`src/rtl/vstrcpy_engine.sv`:
```
module vstrcpy_engine #(
  parameter int AW    = 8,
  parameter int CW    = 8,
  parameter int MAXVL = 4
) (
  input  logic          clk,
  input  logic          rst_n,
  input  logic          start,
  input  logic [AW-1:0] src_addr,
  input  logic [AW-1:0] dst_addr,
  input  logic [CW-1:0] count,
  input  logic [AW-1:0] lim_addr,
  output logic [AW-1:0] mem_addr,
  output logic          mem_re,
  input  logic [7:0]    mem_rdata,
  output logic          mem_we,
  output logic [7:0]    mem_wdata,
  output logic          busy,
  output logic          done,
  output logic          err,
  output logic [CW-1:0] copied
);
  localparam int VW = $clog2(MAXVL + 1);

  typedef enum logic [2:0] {
    S_IDLE, S_SET, S_LOAD, S_CMP, S_STORE, S_ZSET, S_ZWR, S_DONE
  } st_t;

  st_t           st;
  logic [AW-1:0] src_q, dst_q, lim_q;
  logic [CW-1:0] rem_q, cp_q;
  logic [VW-1:0] vl_q, idx_q;
  logic          nul_q, err_q;
  logic [7:0]    buf_q [MAXVL];

  logic [VW-1:0] vl_pick, zpos;
  logic          zhit, flt, last;
  logic [AW:0]   rd_full;

  assign vl_pick = (rem_q > CW'(MAXVL)) ? VW'(MAXVL) : VW'(rem_q);
  assign rd_full = {1'b0, src_q} + (AW+1)'(idx_q);
  assign flt     = rd_full >= {1'b0, lim_q};
  assign last    = (idx_q == vl_q - 1'b1);

  always_comb begin
    zhit = 1'b0;
    zpos = '0;
    for (int i = MAXVL - 1; i >= 0; i--)
      if (VW'(i) < vl_q && buf_q[i] == 8'h00) begin
        zhit = 1'b1;
        zpos = VW'(i);
      end
  end

  assign mem_re    = (st == S_LOAD) && !flt;
  assign mem_we    = (st == S_STORE) || (st == S_ZWR);
  assign mem_addr  = (st == S_LOAD) ? rd_full[AW-1:0] : dst_q + AW'(idx_q);
  assign mem_wdata = (st == S_STORE) ? buf_q[idx_q] : 8'h00;
  assign busy      = (st != S_IDLE);
  assign done      = (st == S_DONE);
  assign err       = err_q;
  assign copied    = cp_q;

  always_ff @(posedge clk) begin
    if (!rst_n) begin
      st    <= S_IDLE;
      src_q <= '0;
      dst_q <= '0;
      lim_q <= '0;
      rem_q <= '0;
      cp_q  <= '0;
      vl_q  <= '0;
      idx_q <= '0;
      nul_q <= 1'b0;
      err_q <= 1'b0;
      for (int i = 0; i < MAXVL; i++) buf_q[i] <= '0;
    end else begin
      case (st)
        S_IDLE: if (start) begin
          src_q <= src_addr;
          dst_q <= dst_addr;
          lim_q <= lim_addr;
          rem_q <= count;
          cp_q  <= '0;
          nul_q <= 1'b0;
          err_q <= 1'b0;
          st    <= (count == '0) ? S_DONE : S_SET;
        end
        S_SET: begin
          idx_q <= '0;
          vl_q  <= vl_pick;
          st    <= (rem_q == '0) ? S_DONE : S_LOAD;
        end
        S_LOAD: begin
          if (flt) begin
            idx_q <= '0;
            if (idx_q == '0) begin
              err_q <= 1'b1;
              st    <= S_DONE;
            end else begin
              vl_q <= idx_q;
              st   <= S_CMP;
            end
          end else begin
            buf_q[idx_q] <= mem_rdata;
            if (last) begin
              idx_q <= '0;
              st    <= S_CMP;
            end else begin
              idx_q <= idx_q + 1'b1;
            end
          end
        end
        S_CMP: begin
          if (zhit) begin
            vl_q  <= zpos + 1'b1;
            nul_q <= 1'b1;
          end
          st <= S_STORE;
        end
        S_STORE: begin
          if (last) begin
            idx_q <= '0;
            src_q <= src_q + AW'(vl_q);
            dst_q <= dst_q + AW'(vl_q);
            rem_q <= rem_q - CW'(vl_q);
            cp_q  <= cp_q + CW'(vl_q) - CW'(nul_q);
            if (!nul_q)                   st <= S_SET;
            else if (rem_q == CW'(vl_q))  st <= S_DONE;
            else                          st <= S_ZSET;
          end else begin
            idx_q <= idx_q + 1'b1;
          end
        end
        S_ZSET: begin
          idx_q <= '0;
          vl_q  <= vl_pick;
          st    <= S_ZWR;
        end
        S_ZWR: begin
          if (last) begin
            idx_q <= '0;
            dst_q <= dst_q + AW'(vl_q);
            rem_q <= rem_q - CW'(vl_q);
            st    <= (rem_q == CW'(vl_q)) ? S_DONE : S_ZSET;
          end else begin
            idx_q <= idx_q + 1'b1;
          end
        end
        S_DONE: st <= S_IDLE;
        default: st <= S_IDLE;
      endcase
    end
  end


  one_access_chk: assert property (@(posedge clk) disable iff (!rst_n)
    !(mem_re && mem_we));


  no_fault_read_chk: assert property (@(posedge clk) disable iff (!rst_n)
    mem_re |-> ({1'b0, mem_addr} < {1'b0, lim_q}));


  vl_range_chk: assert property (@(posedge clk) disable iff (!rst_n)
    (st == S_LOAD) |-> (vl_q != '0 && vl_q <= VW'(MAXVL)));


  src_once_chk: assert property (@(posedge clk) disable iff (!rst_n)
    (st == S_STORE && $past(st) == S_STORE) |-> $stable(src_q));


  dst_once_chk: assert property (@(posedge clk) disable iff (!rst_n)
    (st == S_ZWR && $past(st) == S_ZWR) |-> $stable(dst_q));


  done_pulse_chk: assert property (@(posedge clk) disable iff (!rst_n)
    done |=> !done);


  zero_len_chk: assert property (@(posedge clk) disable iff (!rst_n)
    (start && !busy && count == '0) |=> (done && !mem_re && !mem_we));


  zero_fill_chk: assert property (@(posedge clk) disable iff (!rst_n)
    (st == S_ZWR) |-> (mem_we && mem_wdata == 8'h00));
endmodule

```
`config.mk`:
```
export PLATFORM = sky130hd
export DESIGN_NAME = vstrcpy_engine
export DESIGN_NICKNAME = d
export VERILOG_FILES = /design/src/rtl/vstrcpy_engine.sv
export SDC_FILE = /design/constraint.sdc
export NUM_CORES = 1
export LEC_CHECK = 0
export ABC_AREA = 1
export BUFFER_PORTS_ARGS = -buffer_cell sky130_fd_sc_hd__buf_2
export CAP_MARGIN = 0
export CORE_ASPECT_RATIO = 0.6
export CORE_MARGIN = 3
export CORE_UTILIZATION = 55
export CTS_BUF_LIST = sky130_fd_sc_hd__clkbuf_16
export DETAILED_ROUTE_END_ITERATION = 12
export MAX_ROUTING_LAYER = met4
export PLACE_DENSITY = 0.74
export SLEW_MARGIN = 20
export SYNTH_ARGS = -nofsm -noshare
export SYNTH_HDL_FRONTEND = slang
export SYNTH_SLANG_ARGS = --single-unit
```
`constraint.sdc`:
```
create_clock -name clk -period 9.95 [get_ports clk]
set_input_delay 1.99 -clock clk [delete_from_list [all_inputs] [get_ports clk]]
set_output_delay 1.99 -clock clk [all_outputs]
set_load 0.02 [all_outputs]
```
Word-level counts from Yosys, hierarchy flattened --
Memory sizes are Yosys's and may differ from the RTL's. A register that Yosys moved wholly into a read port is not among the register bits. Cells that the tools add are included.
Storage, ports and cells: register bits after elaboration 51, RAM bits 32, output and inout bits 29, logic and storage cells 134, memories kept 1
Memories:
- buf_q | words 4, width 8, rd ports 5, clocked after memory_dff 1, wr ports 4, line 34 | logic [7:0] buf_q [MAXVL];
Cells by class: add/subtract/negate cells 10, magnitude comparators 6, equality and inequality tests 18, muxes and demuxes 57, reduce and logical (&&, ||, !) cells 32
Operators with widths (count):
- $mux W8 | 11
- $pmux W8 S2 | 4
- $mux W3 | 18
- $logic_not A8 Y1 | 6
- $add A8 B3 Y8 | 4
- $pmux W3 S8 | 1
- $pmux W3 S3 | 2
- $mux W1 | 14
- $eq A3 B3 Y1 const B | 4
- $ne A2 B2 Y1 const B | 6
- $reduce_and A4 Y1 | 3
- $mux W2 | 5
- $add A8 B3 Y9 | 1
- $ge A9 B8 Y1 | 1
- $reduce_and A3 Y1 | 3
- $reduce_bool A3 Y1 | 3
- $eq A8 B3 Y1 | 1
- $gt A8 B3 Y1 const B | 1
- $reduce_bool A2 Y1 | 4
- $reduce_or A8 Y1 | 1
- $sub A8 B1 Y8 | 1
- $sub A8 B3 Y8 | 1
- $add A3 B1 Y3 const B | 2
- $eq A3 B2 Y1 const B | 2
- 14 further kinds | 24

Depth between registers and ports, before layout --
Gate-level depths: netlist of run 1. An unclocked memory read counts as a cell.
word-level depth 10, depth in mapped cells 22, mapped depth without buffers 22

Worst setup path after synthesis of run 1 --
OpenSTA, ideal clock, no wires.
path kind reg2out, start point register src_q[0], end point output port mem_re, arrival 2375 ps, data required time 7960 ps, path slack 5585 ps, cell stages (with the launch flop) 18, path through dfxtp_1 -> ha_1 -> fa_1 -> nand2_1 -> a21oi_2 -> or2_2 -> nand2_1 -> inv_1 -> ha_1 -> nand2_1 -> inv_1 -> nand2_1 -> nand3_1 -> nand2_1 -> nand2_1 -> nand2_1 -> nand2_2 -> nor2_4
On the way: cells in the longest elaborated chain, start to end 4
Ends and longest elaborated chain:
- start: declaration | line 30 | logic [AW-1:0] src_q, dst_q, lim_q;
- start signal: assignment | line 80 | src_q <= src_addr;
- start signal: assignment | line 124 | src_q <= src_q + AW'(vl_q);
- $add A8 B3 Y9 | line 41 | assign rd_full = {1'b0, src_q} + (AW+1)'(idx_q);
- $ge A9 B8 Y1 | line 42 | assign flt = rd_full >= {1'b0, lim_q};
- $logic_not A1 Y1 | line 55 | assign mem_re = (st == S_LOAD) && !flt;
- $logic_and A1 B1 Y1 | line 55
- end: declaration | line 14 | output logic mem_re,
No other way between the ends.

Worst setup path in the final report of run 1 --
start point register idx_q[0], end point output port mem_re
On the way: cells in the longest elaborated chain, start to end 4
Ends and longest elaborated chain:
- start: declaration | line 32 | logic [VW-1:0] vl_q, idx_q;
- start signal: assignment | line 110 | idx_q <= idx_q + 1'b1;
- start signal: assignment | line 132 | idx_q <= idx_q + 1'b1;
- start signal: assignment | line 147 | idx_q <= idx_q + 1'b1;
- $add A8 B3 Y9 | line 41
- $ge A9 B8 Y1 | line 42
- $logic_not A1 Y1 | line 55
- $logic_and A1 B1 Y1 | line 55
No other way between the ends.

==> results of run 1 <==
## cell families (layout without fill, tap and decap cells)
kind of cell / Yosys count / after routing / synth area share, %
simple gates: 327 / 327 / 25.3
compound gates: 169 / 169 / 15.7
buf+inv: 134 / 199 / 9.57
flops: 85 / 85 / 36.0
fa+ha+maj: 43 / 43 / 10.4
xor+xnor: 20 / 20 / 3.11
## sequential cells by signal, indices dropped and copies added (netlist names), named ones only
| signal | flops |
|---|---|
| idx_q | 3 |
| dst_q | 8 |
| copied | 8 |
| nul_q | 1 |
| err | 1 |
| buf_q | 32 |
| src_q | 8 |
| vl_q | 3 |
| lim_q | 8 |
| rem_q | 8 |
| st | 3 |
## final cells by class
type	count	area share (%)
Inverter	112	6.67
Clock inverter	7	0.893
Multi-Input combinational cell	559	48.6
Timing Repair Buffer	71	5.63
Clock buffer	9	3.57
Sequential cell	85	32.1
Tap cell	130	2.58
## per-layer routing
metal | vias up | wire length (um) | GRT usage [%]
met1 | 2585 | 7500 | 43.2
met2 | 290 | 6670 | 40.8
li1 | 2671 | - | -
met4 | 0 | 202 | 6.40
met3 | 25 | 1840 | 7.19
met5 | - | 0 | -
## synth_stat cells (all sizes together), types with 2 or more instances
cell | count | area share [%]
edfxtp | 32 | 17
a211oi | 2 | 0.36
nor2 | 104 | 8.0
nand2 | 159 | 11
buf | 8 | 1.2
ha | 37 | 8.2
nand4 | 10 | 1.1
xnor2 | 4 | 0.62
a21oi | 73 | 6.6
a31oi | 11 | 1.2
or2 | 3 | 0.33
inv | 111 | 7.4
o211ai | 2 | 0.27
nor3 | 16 | 1.5
o31ai | 2 | 0.27
o21ai | 78 | 6.9
xor2 | 16 | 2.5
fa | 6 | 2.1
dfxtp | 53 | 19
nand3 | 33 | 2.9
clkbuf | 14 | 0.93
## power by group
group          internal, mW  switching (mW)  leakage (nW)  total (mW)
combinational         0.253           0.546          2.02       0.799
clock                 0.172           0.155         0.137       0.327
sequential            0.435          0.0859         0.766       0.521
total                 0.861           0.787          2.92        1.65
## worst min-delay path: stages, from the launching register on
cell     delay (ns)
dfxtp_1        0.30
inv_1          0.07
a21oi_1        0.06
## how the worst min path moves through the flow
stage	from	end	slack, ns	cells past startpoint
finish	lim_q[5]$_SDFFE_PN0P_	lim_q[5]$_SDFFE_PN0P_	0.47	2
global placement	err$_SDFFE_PN0P_	err$_SDFFE_PN0P_	0.46	2
detailed placement	lim_q[6]$_SDFFE_PN0P_	lim_q[6]$_SDFFE_PN0P_	0.46	2
floorplan	lim_q[1]$_SDFFE_PN0P_	lim_q[1]$_SDFFE_PN0P_	0.44	2
global route	err$_SDFFE_PN0P_	err$_SDFFE_PN0P_	0.50	2
CTS	lim_q[6]$_SDFFE_PN0P_	lim_q[6]$_SDFFE_PN0P_	0.47	2
## per-stage QoR
step | cell area, um^2 | instances | setup WS (ns) | power (mW) | hold slack (ns)
final | 6310 | 973 | 4.59 | 1.65 | 0.472
after global routing | 6310 | 973 | 4.38 | 1.77 | 0.503
after CTS | 6310 | 973 | 4.64 | 1.63 | 0.472
after global placement | 6020 | 957 | 5.17 | 1.27 | 0.460
after detailed placement | 6020 | 957 | 5.02 | 1.30 | 0.463
after floorplan | 5620 | 778 | 5.58 | 1.09 | 0.435
==> results.py, run 1 <==
metrics = {
    "detailed_routing": {
        "viasPerCell": 5.73,
        "drc": 0,
        "detail-route-antenna-nets": 0,
        "vias": 5571,
        "dr.pass1.iters": 5,
        "wl_mm": 16.2,
        "routedWlPerCell_um": 16.7,
        "drtIter0Drc": 634,
    },
    "layout": {
        "fin_util_pct": 66.0,
        "multi_input_area_mm2": 0.00306,
        "antenna_cells": 0,
        "num-fill-cells": 872,
        "nNetsFinal": 924,
        "area_delta_synth_final_pct": 12.1,
        "drive_above_1_share_pct": 14.2,
        "layout_common_cells": "nand2_1, inv_1, nor2_1",
        "layout_commonest_cell": "nand2_1",
        "regArea_mm2": 0.00202,
    },
    "setup_path": {
        "reg2reg_from": "idx_q[0]$_SDFFE_PN0N_",
        "rr_worst_depth": 21,
        "worstPathMaxFanout": 9,
        "endpoint": "mem_re",
        "r2r_slack_ns": 5.82,
        "path_common_cell": "nand2_1",
        "cpPeakStageDelay_ns": 0.42,
        "cp_num_cells": 18,
        "worstSetupPathType": "register to primary output",
        "critical_path.startpoint": "idx_q[0]$_SDFFE_PN0N_",
        "crit_path_end_kind": "primary output",
        "start_kind": "register",
        "slowest_stage": "dfxtp_1",
        "critPathBufInv": 2,
        "crit_chain": "ha_1 > fa_1 > nand2_1 > a21oi_2 > or2_2 > nand2_1 > inv_1 > ha_1 > nand2_1 > nor2_1 > nand2_1 > nand3_1 > nand2_1 > nand2_1 > nand2_1 > nand2_2 > nor2_4 > buf_2",
        "crit_arrival_ns": 3.37,
        "critPathTopFamily": "simple AND/OR/NAND/NOR gates",
        "r2r_end": "buf_q[0][1]$_SDFFCE_PN0P_",
        "cp.required_ns": 7.96,
    },
    "logic_synthesis": {
        "ys_ff_latch": 85,
        "yosysUniqueCellTypes": 36,
        "synth_warnings": 0,
        "synth_edf_count": 32,
        "avgSynthCellArea_um2": 7.23,
        "netlist_instances": 778,
        "synthArstFlopShare_pct": 0,
        "synth_fp_nets": 864,
        "synth_ff_type": "dfxtp_1",
        "synth.cell_area_mm2": 0.00562,
        "ys_seq_area_share_pct": 36.0,
    },
    "floorplanning": {
        "core_mm2": 0.00956,
        "start_util_pct": 58.8,
        "dieArea_mm2": 0.0115,
        "die_y_um": 84.3,
        "rows": 27,
        "io_pins": 72,
        "fp.dieW_um": 137,
    },
    "timing": {
        "finalMaxSlewViolations": 0,
        "min_period_over_period_pct": 53.9,
        "rsz0062_at_grt": "no",
        "setup_viol": 0,
        "max_freq_mhz": 186,
        "period_minus_slack_ns": 5.36,
        "hold_violations": 0,
        "tightest_slew_ns": 0.805,
        "finalSetupTns_ns": 0,
        "finClkSkew_ns": 0.00698,
        "relSlewSlack_pct": 46.3,
    },
    "global_routing": {
        "track_usage_pct": 29.4,
        "first_global_vias": 5134,
        "grt_pass1_wl_mm": 25.7,
        "grt_overflow_total": 0,
        "grt_start_max_net_pins": 42,
        "grt_antenna_before_repair": 0,
    },
    "clocking": {
        "clockBufferDepth": 2,
        "clock_latency_ns": 0.35,
        "numCtsBuffers": 9,
        "cts_hold_buf": 0,
        "clk_pin_slew_ns": 0.07,
        "cts_tree": "done",
        "cts_setup_buffers": 0,
        "h-tree-depth": 3,
        "clockRootBuffer": "clkbuf_16",
        "cts.sinks": 85,
        "post_cts_resized": 0,
    },
    "place": {
        "port_buffers": 71,
        "dp_hpwl_mm": 12.2,
        "place_congestion": 0.929,
    },
    "power": {
        "leakage_nw": 2.92,
        "max-vdd-ir-drop_mv": 0.147,
        "power.density_mw_per_mm2": 261,
    },
    "run_status": {
        "status": "finished, final reports clean",
    },
    "hold_path": {
        "hold_path_class": "register to register",
    },
    "run": {
        "maxCapViolations": 0,
    },
}
No activity file was read; power rests on OpenSTA's default activity.
==> inputs of run 2 (changes only) <==
Settings changed: CORE_UTILIZATION 55 to 53, PLACE_DENSITY 0.74 to 0.75.
Clock period 9.95 ns to 4.85 ns, I/O delays scaled along.
==> run 2 against run 1 <==
Cell area grew 1.3%. Critical endpoint unchanged. Worst hold slack better by 0.0083 ns. Highest routed layer unchanged. Cell count up 0.62%. Via count shrank 2.4%. Largest power group unchanged.
==> results.py, run 2 (same netlist as run 1, synthesis figures left out) <==
metrics = {
    "floorplanning": {
        "die_y_um": 85.8,
        "start_util_pct": 55.7,
        "dieArea_mm2": 0.0119,
        "fp.dieW_um": 139,
        "core_mm2": 0.0101,
        "io_pins": 72,
        "rows": 28,
    },
    "timing": {
        "rsz0062_at_grt": "no",
        "tightest_slew_ns": 0.780,
        "period_minus_slack_ns": 4.26,
        "fin_ws_ns": 0.586,
        "max_freq_mhz": 235,
        "finalMaxSlewViolations": 0,
        "finalSetupTns_ns": 0,
        "min_period_over_period_pct": 87.9,
        "hold_violations": 0,
        "finClkSkew_ns": 0.00918,
        "setup_viol": 0,
        "relSlewSlack_pct": 48.0,
    },
    "place": {
        "place_congestion": 1.00,
        "dp_hpwl_mm": 11.8,
        "port_buffers": 71,
        "pre_cts_slack_ns": 0.976,
        "post_dp_cell_area_mm2": 0.00604,
    },
    "detailed_routing": {
        "dr.pass1.iters": 5,
        "vias": 5440,
        "wl_mm": 15.5,
        "drc": 0,
        "viasPerCell": 5.56,
        "detail-route-antenna-nets": 0,
        "drtIter0Drc": 539,
        "routedWlPerCell_um": 15.8,
    },
    "power": {
        "p_switching_mw": 1.57,
        "p_seq_share_pct": 30.5,
        "p_int_mw": 1.92,
        "power.density_mw_per_mm2": 547,
        "p_comb_share_pct": 46.4,
        "max-vdd-ir-drop_mv": 0.354,
        "leakage_nw": 2.95,
        "sw_frac_of_total_pct": 45.1,
        "power_frac_clock_pct": 23.1,
    },
    "layout": {
        "regMostFlops": "buf_q",
        "largest_register_ffs": 32,
        "postLayoutCellArea_mm2": 0.00639,
        "layout_common_cells": "nand2_1, inv_1, nor2_1",
        "layout_commonest_cell": "nand2_1",
        "regArea_mm2": 0.00202,
        "antenna_cells": 0,
        "area_delta_synth_final_pct": 13.5,
        "nNetsFinal": 925,
        "num-fill-cells": 927,
        "multi_input_area_mm2": 0.00306,
        "drive_above_1_share_pct": 14.3,
    },
    "clocking": {
        "cts_setup_buffers": 0,
        "h-tree-depth": 3,
        "cts_hold_buf": 0,
        "clock_latency_ns": 0.35,
        "clockBufferDepth": 2,
        "clockRootBuffer": "clkbuf_16",
        "post_cts_resized": 0,
        "cts_tree": "done",
        "numCtsBuffers": 9,
        "cts.sinks": 85,
        "clk_pin_slew_ns": 0.07,
    },
    "setup_path": {
        "crit_path_end_kind": "primary output",
        "worstPathMaxFanout": 9,
        "critPathBufInv": 3,
        "cp.required_ns": 3.88,
        "critPathTopFamily": "simple AND/OR/NAND/NOR gates",
        "start_kind": "register",
        "cpPeakStageDelay_ns": 0.43,
        "crit_chain": "ha_1 > fa_1 > nand2_1 > a21oi_2 > or2_2 > nand2_1 > inv_1 > ha_1 > nand2_1 > inv_1 > nand2_1 > nand3_1 > nand2_1 > nand2_1 > nand2_1 > nand2_2 > nor2_4 > buf_2",
        "crit_arrival_ns": 3.29,
        "slowest_stage": "dfxtp_1",
        "worstSetupPathType": "register to primary output",
        "path_common_cell": "nand2_1",
    },
    "run_status": {
        "status": "finished, final reports clean",
    },
    "global_routing": {
        "track_usage_pct": 27.0,
        "grt_start_max_net_pins": 42,
        "grt_overflow_total": 0,
        "grt_antenna_before_repair": 0,
        "first_global_vias": 5094,
        "grt_pass1_wl_mm": 25.1,
    },
    "hold_path": {
        "hold_path_class": "register to register",
    },
    "run": {
        "maxCapViolations": 0,
    },
}
==> run 2: area by class of cell <==
| class | count | share of cell area, % |
|---|---|---|
| Multi-Input combinational cell | 559 | 48.0 |
| Tap cell | 135 | 2.64 |
| Clock buffer | 9 | 3.53 |
| Sequential cell | 85 | 31.7 |
| Inverter | 112 | 6.58 |
| Timing Repair Buffer | 72 | 5.68 |
| Clock inverter | 7 | 1.92 |
==> run 2: through the flow <==
stage / std cells / total power [mW] / util, % / hold WS, ns
after global placement: 963 / 2.60 / 59.8 / 0.449
final: 979 / 3.49 / 63.3 / 0.481
after global routing: 979 / 3.75 / 63.3 / 0.495
after CTS: 979 / 3.46 / 63.3 / 0.479
after floorplan: 778 / 2.25 / - / 0.435
after detailed placement: 963 / 2.65 / 59.8 / 0.469
==> run 2: worst paths after layout <==
check	from	end	slack, ns	cells after the start
worst max-delay path	idx_q[0]$_SDFFE_PN0N_	mem_re	0.59	18
worst max register to register	idx_q[0]$_SDFFE_PN0N_	buf_q[1][1]$_SDFFCE_PN0P_	0.93	21
worst min-delay path	copied[1]$_SDFFE_PN0P_	copied[1]$_SDFFE_PN0P_	0.48	2
worst min register to register	copied[1]$_SDFFE_PN0P_	copied[1]$_SDFFE_PN0P_	0.48	2
==> run 2: worst min-delay path: cells and delay by family, from the launching register on <==
kind             cells  cell delay, ns
AO/OA/AOI/OAI        1            0.05
AND/OR/NAND/NOR      1            0.06
flip-flops           1            0.32
==> run 2: power groups by stage <==
stage / sequential, mW / clock (mW) / combinational (mW)
final: 1.07 / 0.806 / 1.62
after global routing: 1.09 / 0.839 / 1.83
after CTS: 1.06 / 0.810 / 1.59
after detailed placement: 1.07 / 0 / 1.58
after global placement: 1.07 / 0 / 1.53
after floorplan: 1.01 / 0 / 1.24
==> run 2: layer usage <==
metal / routed length (um) / GRT usage, %
met5: 0 / -
met3: 1650 / 7.74
met2: 6490 / 39.6
met4: 116 / 5.60
met1: 7230 / 37.6
==> inputs of run 3 (changes only) <==
Settings changed: CORE_UTILIZATION 53 to 55, PLACE_DENSITY 0.75 to 0.74.
Clock period 4.85 ns to 4.2 ns, I/O delays scaled along.
==> run 3 against run 2 <==
Setup slack got worse by 0.39 ns. Global-route usage increased by 2.1 points. Flip-flop and latch count unchanged. Highest routed layer unchanged. Register-to-register slack got worse by 0.47 ns.
==> results.py, run 3 (same netlist as run 1, synthesis figures left out) <==
metrics = {
    "detailed_routing": {
        "drtIter0Drc": 639,
        "wl_mm": 15.9,
        "vias": 5511,
        "routedWlPerCell_um": 16.2,
        "drc": 0,
        "dr.pass1.iters": 6,
        "viasPerCell": 5.63,
        "detail-route-antenna-nets": 0,
    },
    "layout": {
        "largest_register_ffs": 32,
        "multi_input_area_mm2": 0.00306,
        "nNetsFinal": 930,
        "drive_above_1_share_pct": 14.4,
        "num-fill-cells": 852,
        "regArea_mm2": 0.00202,
        "antenna_cells": 0,
        "postLayoutCellArea_mm2": 0.00633,
        "fin_util_pct": 66.2,
        "regMostFlops": "buf_q",
        "layout_commonest_cell": "nand2_1",
        "layout_common_cells": "nand2_1, inv_1, nor2_1",
        "area_delta_synth_final_pct": 12.5,
    },
    "setup_path": {
        "critPathBufInv": 3,
        "cpPeakStageDelay_ns": 0.41,
        "cp_num_cells": 18,
        "critPathTopFamily": "simple AND/OR/NAND/NOR gates",
        "cp.required_ns": 3.36,
        "rr_worst_depth": 21,
        "start_kind": "register",
        "worstPathMaxFanout": 4,
        "r2r_end": "buf_q[0][2]$_SDFFCE_PN0P_",
        "crit_arrival_ns": 3.17,
        "r2r_slack_ns": 0.46,
        "reg2reg_from": "src_q[0]$_SDFFE_PN0P_",
        "crit_path_end_kind": "primary output",
        "slowest_stage": "fa_1",
        "worstSetupPathType": "register to primary output",
        "path_common_cell": "nand2_1",
        "crit_chain": "ha_1 > fa_1 > nand2_1 > a21oi_2 > or2_2 > nand2_1 > inv_1 > ha_1 > nand2_1 > inv_1 > nand2_1 > nand3_1 > nand2_1 > nand2_1 > nand2_1 > nand2_2 > nor2_4 > buf_2",
    },
    "floorplanning": {
        "rows": 27,
        "start_util_pct": 58.8,
        "die_y_um": 84.3,
        "io_pins": 72,
        "fp.dieW_um": 137,
        "core_mm2": 0.00956,
        "dieArea_mm2": 0.0115,
    },
    "timing": {
        "min_period_over_period_pct": 95.4,
        "period_minus_slack_ns": 4.01,
        "max_freq_mhz": 250,
        "finalMaxSlewViolations": 0,
        "finClkSkew_ns": 0.00523,
        "hold_violations": 0,
        "rsz0062_at_grt": "no",
        "tightest_slew_ns": 0.673,
        "setup_viol": 0,
        "relSlewSlack_pct": 55.1,
        "finalSetupTns_ns": 0,
    },
    "clocking": {
        "clock_latency_ns": 0.34,
        "cts.sinks": 85,
        "clockRootBuffer": "clkbuf_16",
        "cts_hold_buf": 0,
        "clockBufferDepth": 2,
        "numCtsBuffers": 9,
        "h-tree-depth": 3,
        "clk_pin_slew_ns": 0.06,
        "post_cts_resized": 0,
        "cts_setup_buffers": 0,
        "cts_tree": "done",
    },
    "power": {
        "p_switching_mw": 1.81,
        "p_int_mw": 2.04,
        "p_comb_share_pct": 50.1,
        "power_frac_clock_pct": 18.7,
        "power.density_mw_per_mm2": 609,
        "finalPower_mw": 3.85,
        "leakage_nw": 2.95,
        "p_seq_share_pct": 31.2,
        "max-vdd-ir-drop_mv": 0.434,
        "sw_frac_of_total_pct": 47.1,
    },
    "run_status": {
        "status": "finished, final reports clean",
    },
    "place": {
        "dp_hpwl_mm": 12.2,
        "place_congestion": 0.996,
        "port_buffers": 71,
        "post_dp_cell_area_mm2": 0.00607,
    },
    "hold_path": {
        "hold_start": "lim_q[7]$_SDFFE_PN0P_",
        "whs_path_depth": 2,
        "hold_path_class": "register to register",
        "hold_end": "lim_q[7]$_SDFFE_PN0P_",
    },
    "global_routing": {
        "grt_pass1_wl_mm": 25.8,
        "track_usage_pct": 29.2,
        "grt_start_max_net_pins": 27,
        "grt_antenna_before_repair": 0,
        "grt_overflow_total": 0,
        "first_global_vias": 5092,
    },
    "run": {
        "maxCapViolations": 0,
    },
}
-- run 3: cell count changes in the layout (fill, tap and decap cells not counted), sizes merged --
| cell | previous run | this run |
|---|---|---|
| bufinv | 3 | 0 |
| clkinv | 2 | 4 |
| inv | 112 | 113 |
| buf | 72 | 77 |
-- run 3: power by group through the flow --
stage          clock, mW  sequential, mW  combinational (mW)
6_report           0.719            1.20                1.93
5_1_grt            0.759            1.22                2.19
4_1_cts            0.721            1.20                1.90
3_5_place_dp           0            1.21                1.88
3_3_place_gp           0            1.21                1.82
2_1_floorplan          0            1.17                1.43
-- run 3: layout make-up --
type / count / area share [%]
clock buffer: 9 / 3.56
clock inverter: 7 / 0.553
inverter: 112 / 6.64
multi-input combinational: 559 / 48.4
sequential: 85 / 31.9
tap: 130 / 2.57
timing repair buffer: 77 / 6.33
-- run 3: through the flow --
step	worst slack, ns	cells	hold slack, ns
finish	0.192	979	0.475
floorplan	0.682	778	0.435
global route	0.0337	979	0.497
detailed placement	0.584	963	0.469
CTS	0.247	979	0.476
global placement	0.702	963	0.460
-- run 3: layer usage --
layer	global-route usage, %	routed length, um
met4	7.14	233
met1	43.9	7490
met3	7.66	1900
met5	-	0
met2	38.4	6260
-- run 3: worst reg2reg max path: stages (launching register included) --
cell     delay (ns)
dfxtp_1        0.32
ha_1           0.23
fa_1           0.41
nand2_1        0.11
a21oi_2        0.06
or2_2          0.27
nand2_1        0.06
inv_1          0.06
ha_1           0.29
nand2_1        0.09
inv_1          0.05
nand2_1        0.07
nand3_1        0.07
nand2_1        0.06
nand2_1        0.04
nand2_1        0.15
nand2_2        0.12
nor2_4         0.16
nand2_4        0.15
nor2_4         0.17
nand2_2        0.14
nand2_1        0.32
-- run 3: how the worst max path moves through the flow --
stage / from / to / slack [ns]
floorplan: src_q[0]$_SDFFE_PN0P_ / buf_q[2][0]$_SDFFCE_PN0P_ / 0.68
global placement: src_q[0]$_SDFFE_PN0P_ / mem_re / 0.70
detailed placement: src_q[0]$_SDFFE_PN0P_ / buf_q[0][1]$_SDFFCE_PN0P_ / 0.58
CTS: src_q[0]$_SDFFE_PN0P_ / mem_re / 0.25
global route: idx_q[1]$_SDFFE_PN0N_ / mem_re / 0.03
finish: src_q[0]$_SDFFE_PN0P_ / mem_re / 0.19
